$ cat config.mk
export PLATFORM = sky130hd
export DESIGN_NAME = regfile_2r1w
export DESIGN_NICKNAME = d
export VERILOG_FILES = /design/src/rtl/rf_pkg.sv /design/src/rtl/rf_wr_decode.sv /design/src/rtl/rf_storage.sv /design/src/rtl/rf_rd_mux.sv /design/src/rtl/regfile_2r1w.sv
export SDC_FILE = /design/constraint.sdc
export NUM_CORES = 2
export LEC_CHECK = 0
export ABC_AREA = 1
export BUFFER_PORTS_ARGS = -buffer_cell sky130_fd_sc_hd__buf_2
export CAP_MARGIN = 20
export CORE_UTILIZATION = 40
export DETAILED_ROUTE_END_ITERATION = 8
export PLACE_DENSITY = 0.65
export SYNTH_ARGS = -nofsm -noshare
export SYNTH_HDL_FRONTEND = slang
export SYNTH_HIERARCHICAL = 1
export SYNTH_SLANG_ARGS = --single-unit
$ cat constraint.sdc
create_clock -name clk -period 2.01 [get_ports clk]
set_input_delay 0.5025 -clock clk [delete_from_list [all_inputs] [get_ports clk]]
set_output_delay 0.5025 -clock clk [all_outputs]
set_load 0.02 [all_outputs]
$ cat src/rtl/rf_pkg.sv
package rf_pkg;
   localparam int unsigned RF_DEF_ENTRIES = 32;
   localparam int unsigned RF_DEF_WIDTH   = 32;
   localparam int unsigned RF_NUM_RD      = 2;

   typedef enum logic {
      RF_ZERO_CONST    = 1'b0,
      RF_ZERO_WRITABLE = 1'b1
   } rf_zero_mode_e;
endpackage

$ cat src/rtl/rf_wr_decode.sv
module rf_wr_decode #(
   parameter int unsigned ENTRIES = 32,
   parameter int unsigned ADDR_W  = 5
) (
   input  logic              wr_en,
   input  logic [ADDR_W-1:0] wr_addr,
   output logic [ENTRIES-1:0] wr_sel
);
   for (genvar i = 0; i < ENTRIES; i++) begin : g_sel
      assign wr_sel[i] = wr_en && (wr_addr == ADDR_W'(i));
   end
endmodule

$ cat src/rtl/rf_storage.sv
module rf_storage
   import rf_pkg::*;
#(
   parameter int unsigned   ENTRIES   = 32,
   parameter int unsigned   DATA_W    = 32,
   parameter rf_zero_mode_e ZERO_MODE = RF_ZERO_CONST
) (
   input  logic                           clk,
   input  logic                           rst,
   input  logic [ENTRIES-1:0]             wr_sel,
   input  logic [DATA_W-1:0]              wr_data,
   output logic [ENTRIES-1:0][DATA_W-1:0] q
);
   for (genvar i = 0; i < ENTRIES; i++) begin : g_ent
      if (i == 0 && ZERO_MODE == RF_ZERO_CONST) begin : g_const
         // held at zero: any write attempt clears it again, so it folds to a constant
         always_ff @(posedge clk) begin
            if (rst || wr_sel[i]) q[i] <= '0;
         end
      end else begin : g_word
         always_ff @(posedge clk) begin
            if (rst)            q[i] <= '0;
            else if (wr_sel[i]) q[i] <= wr_data;
         end
      end
   end
endmodule

$ cat src/rtl/rf_rd_mux.sv
module rf_rd_mux #(
   parameter int unsigned ENTRIES = 32,
   parameter int unsigned DATA_W  = 32,
   parameter int unsigned ADDR_W  = 5
) (
   input  logic [ENTRIES-1:0][DATA_W-1:0] q,
   input  logic [ADDR_W-1:0]              addr,
   output logic [DATA_W-1:0]              data
);
   localparam bit FULL = (ENTRIES == (1 << ADDR_W));

   if (FULL) begin : g_full
      assign data = q[addr];
   end else begin : g_part
      always_comb begin
         data = '0;
         for (int k = 0; k < ENTRIES; k++) begin
            if (addr == ADDR_W'(k)) data = q[k];
         end
      end
   end
endmodule

$ cat src/rtl/regfile_2r1w.sv
module regfile_2r1w
   import rf_pkg::*;
#(
   parameter int unsigned   ENTRIES   = RF_DEF_ENTRIES,
   parameter int unsigned   DATA_W    = RF_DEF_WIDTH,
   parameter rf_zero_mode_e ZERO_MODE = RF_ZERO_CONST,
   localparam int unsigned  ADDR_W    = $clog2(ENTRIES)
) (
   input  logic              clk,
   input  logic              rst,
   input  logic              wr_en,
   input  logic [ADDR_W-1:0] wr_addr,
   input  logic [DATA_W-1:0] wr_data,
   input  logic [ADDR_W-1:0] rd0_addr,
   output logic [DATA_W-1:0] rd0_data,
   input  logic [ADDR_W-1:0] rd1_addr,
   output logic [DATA_W-1:0] rd1_data
);
   if (ENTRIES < 2) begin : g_bad_entries
      $error("regfile_2r1w: ENTRIES must be at least 2");
   end
   if (DATA_W < 1) begin : g_bad_width
      $error("regfile_2r1w: DATA_W must be positive");
   end

   logic [ENTRIES-1:0]             sel;
   logic [ENTRIES-1:0][DATA_W-1:0] q;
   logic [RF_NUM_RD-1:0][ADDR_W-1:0] ra;
   logic [RF_NUM_RD-1:0][DATA_W-1:0] rd;

   rf_wr_decode #(.ENTRIES(ENTRIES), .ADDR_W(ADDR_W)) u_dec (
      .wr_en   (wr_en),
      .wr_addr (wr_addr),
      .wr_sel  (sel)
   );

   rf_storage #(.ENTRIES(ENTRIES), .DATA_W(DATA_W), .ZERO_MODE(ZERO_MODE)) u_store (
      .clk     (clk),
      .rst     (rst),
      .wr_sel  (sel),
      .wr_data (wr_data),
      .q       (q)
   );

   assign ra[0] = rd0_addr;
   assign ra[1] = rd1_addr;

   for (genvar p = 0; p < RF_NUM_RD; p++) begin : g_rd
      rf_rd_mux #(.ENTRIES(ENTRIES), .DATA_W(DATA_W), .ADDR_W(ADDR_W)) u_mux (
         .q    (q),
         .addr (ra[p]),
         .data (rd[p])
      );
   end

   assign rd0_data = rd[0];
   assign rd1_data = rd[1];
endmodule

==> results.env <==
RUN_STATUS='complete, but fails checks'
FAILING_CHECKS='setup timing'
CLKLATENCYLATEPIN_PS=740
MOST_FREQUENT_CELLS_IN_THE_LAYOUT='4487 x sky130_fd_sc_hd__nand2_1, 1986 x sky130_fd_sc_hd__nor2_1, 1279 x sky130_fd_sc_hd__nand3_1'
DETAILED_PLACE.AREA_SQ_MM=0.0644
MAXCLOCKFREQUENCY_MHz=394
CRITPATHMAXFANOUT=6
LARGEST_REGISTER_FF_COUNT=992
CTS_MAX_PATH_BUFFERS=3
HOLD_PATH.CLASS='in -> reg'
DETAILEDPLACEMENTHPWL_MM=148
DETAILEDROUTE.FIRSTITERATIONVIOLATIONS=9790
GPL_WTD_CONG=0.928
GRT_USE_MET2_PCT=49.5
SYN-INSTANCE-COUNT=10400
FLOORPLAN.IO_PINS=114
GR-USAGE-MET3_PCT=6.27
GRT_PASS1_WL_MM=375
BIGGESTREGSBYFLOPS='u_store/q: 992 flops'
FIRST_PASS_ITERS=8
CTS_NUM_SINKS=992
SYN_AREA_SQ_MM=0.0594
R2R-END='u_store/q[776]'
PERIOD_NEEDED_PS=2540
CLOCK_SKEW_PS=0
NET_COUNT_FINAL=10500
WIRELENGTH_MM=253
TOP_USAGE_LAYER='met2'
FINAL_COMMON_CELL='sky130_fd_sc_hd__nand2_1'
WORST_SETUP_HOLD_PATH_CLK_SLEW_PS=60
POST_SYNTH.CELL_AREA_AVG_SQ_UM=5.73
RR_WORST_DEPTH=3
SETUP.REG_TO_REG.WORST_SLACK_PS=1320
FINAL-INSTANCE-COUNT-EXCL-FILL=12400
NUM_VIAS=68800
POSTLAYOUTSETUPSLACKWORST_PS=-531
HTREE_NUM_LEVELS=3
POST-ROUTE-UTIL_PCT=50.8
TRITONCTS.NUM_BUFFERS=109
IRDROPWORSTVDD_uV=696
CRIT_END='rd0_data[22]'
LARGEST-REGISTER='u_store/q'
GRT_START_MAX_NET_PINS=113
NATURE_OF_THE_CRITICAL_PATH_ENDPOINT='output port'
GRT_REMAINING_OVERFLOW=0
FIN_SETUP_TNS_PS=-29080
GRT_USAGE_PCT=31.8
NFILLCELLS=14400
DIE_Y_UM=387
FINALHOLDVIOLATIONS=0
SETUP_VIOL=64
GRT.MET1_USAGE_PCT=41.4
TIGHTEST_SLEW_PS=566
STARTING_DENSITY_PCT=40.2
DRC_ERRORS=0
ANTENNA_FOUND_INITIAL=5
GRT_SETUP_UNREPAIRED='true'
DP.CELLS=12100
MAX_CAP_VIOLS=0
MAXSLEWHEADROOM_PCT=62.3
FIN_CRIT_SH_PCT=126
CORE.ROWCOUNT=141
LAYOUT-DRIVE-GT1-SHARE_PCT=19.7
CELLPOWERDENSITY_mW_PER_MM2=675
FINAL-MAX-SLEW-VIOLATION-COUNT=0
VIAS_PER_CELL=5.53
CRITPATHARRIVALTIME_PS=2040
NUMPORTBUFFERS=113
YS_WARNS=6
ANTENNA_LEFT=0
CLOCK_ROOT_BUFFER='sky130_fd_sc_hd__clkbuf_16'
TIMING.CRITICAL_PATH.FROM_TYPE='primary input'
TRITONCTS='yes'
CRITPATHLAUNCH='rd0_addr[0]'
DIE_AREA_SQ_MM=0.150
LAYOUT.CELL_AREA.NON_FILLER_SQ_MM=0.0751
DATA_REQUIRED_TIME_AT_THE_WORST_ENDPOINT_PS=1510
FIRST_GLOBAL_VIAS=62000
WL_PER_CELL_UM=20.3
AREA_GROWTH_PCT=26.3
WORSTSETUPPATHTYPE='in -> out'
FLOORPLAN.DIE.WIDTH_UM=387
REGTOREGSTARTPOINT='u_store/q[776]'
CORE_AREA_SQ_MM=0.148
ANTENNA_CELLS_INSERTED=0
P_LEAK_nW=31.9
==> layer usage <==
metal  routed length [um]  up-vias  part of all wire, %
met4                14800        8                  5.8
met3                30000      858                   12
met5                   54        -                0.021
met2               109000     4248                   43
li1                     -    32100                    -
met1                98400    31500                   39
==> worst min path at each step <==
| stage | startpoint | endpoint | slack [ps] | depth (start not counted) |
|---|---|---|---|---|
| floorplan | u_store/q[128] | u_store/q[128] | 460 | 2 |
| global placement | u_store/q[456] | u_store/q[456] | 470 | 2 |
| detailed placement | u_store/q[749] | u_store/q[749] | 470 | 2 |
| CTS | rst | u_store/q[854] | 150 | 4 |
| global route | rst | u_store/q[854] | 190 | 4 |
| finish | rst | u_store/q[287] | 200 | 4 |
==> critical path, cell delays in order <==
cell	delay, ps
sky130_fd_sc_hd__buf_16	140
sky130_fd_sc_hd__buf_16	170
sky130_fd_sc_hd__buf_12	150
sky130_fd_sc_hd__buf_6	120
sky130_fd_sc_hd__clkbuf_16	130
sky130_fd_sc_hd__nand2_1	70
sky130_fd_sc_hd__nand3_1	100
sky130_fd_sc_hd__nand3_1	90
sky130_fd_sc_hd__nand2_1	100
sky130_fd_sc_hd__nand2_1	60
sky130_fd_sc_hd__nand2_1	90
sky130_fd_sc_hd__nand2_2	70
sky130_fd_sc_hd__nand2_2	90
sky130_fd_sc_hd__buf_6	120
==> through the flow <==
step	hold slack, ps	total power [mW]	worst slack, ps
after floorplan	463	25.1	18.3
after global placement	471	27.7	-646
after detailed placement	475	27.8	-602
after CTS	155	50.1	-491
after global routing	186	52.0	-591
final	197	50.6	-531
==> area by class of cell <==
| type | instances | area (sq um) | area share (%) |
|---|---|---|---|
| Timing Repair inverter | 9 | 224 | 0.298 |
| Clock buffer | 159 | 3240 | 4.31 |
| Timing Repair Buffer | 783 | 11400 | 15.1 |
| Sequential cell | 992 | 20400 | 27.1 |
| Multi-Input combinational cell | 8473 | 36600 | 48.8 |
| Inverter | 50 | 295 | 0.393 |
| Tap cell | 1930 | 2410 | 3.22 |
| Clock inverter | 44 | 534 | 0.712 |
==> what timing repair did <==
item	in CTS	in global routing
buffers inserted	73	18
resized for setup	928	475
gates cloned	49	18
setup endpoints to repair	64	64
pin swaps	263	225
hold buffers	0	0
==> report_power, final <==
part | internal [mW] | total (mW) | leakage (nW) | switching, mW
Clock | 12.4 | 21.5 | 1.87 | 9.03
Combinational | 3.45 | 9.02 | 21.8 | 5.57
Sequential | 19.9 | 20.1 | 8.21 | 0.220
Total | 35.8 | 50.6 | 31.9 | 14.8
No activity file was read; power rests on OpenSTA's default activity.
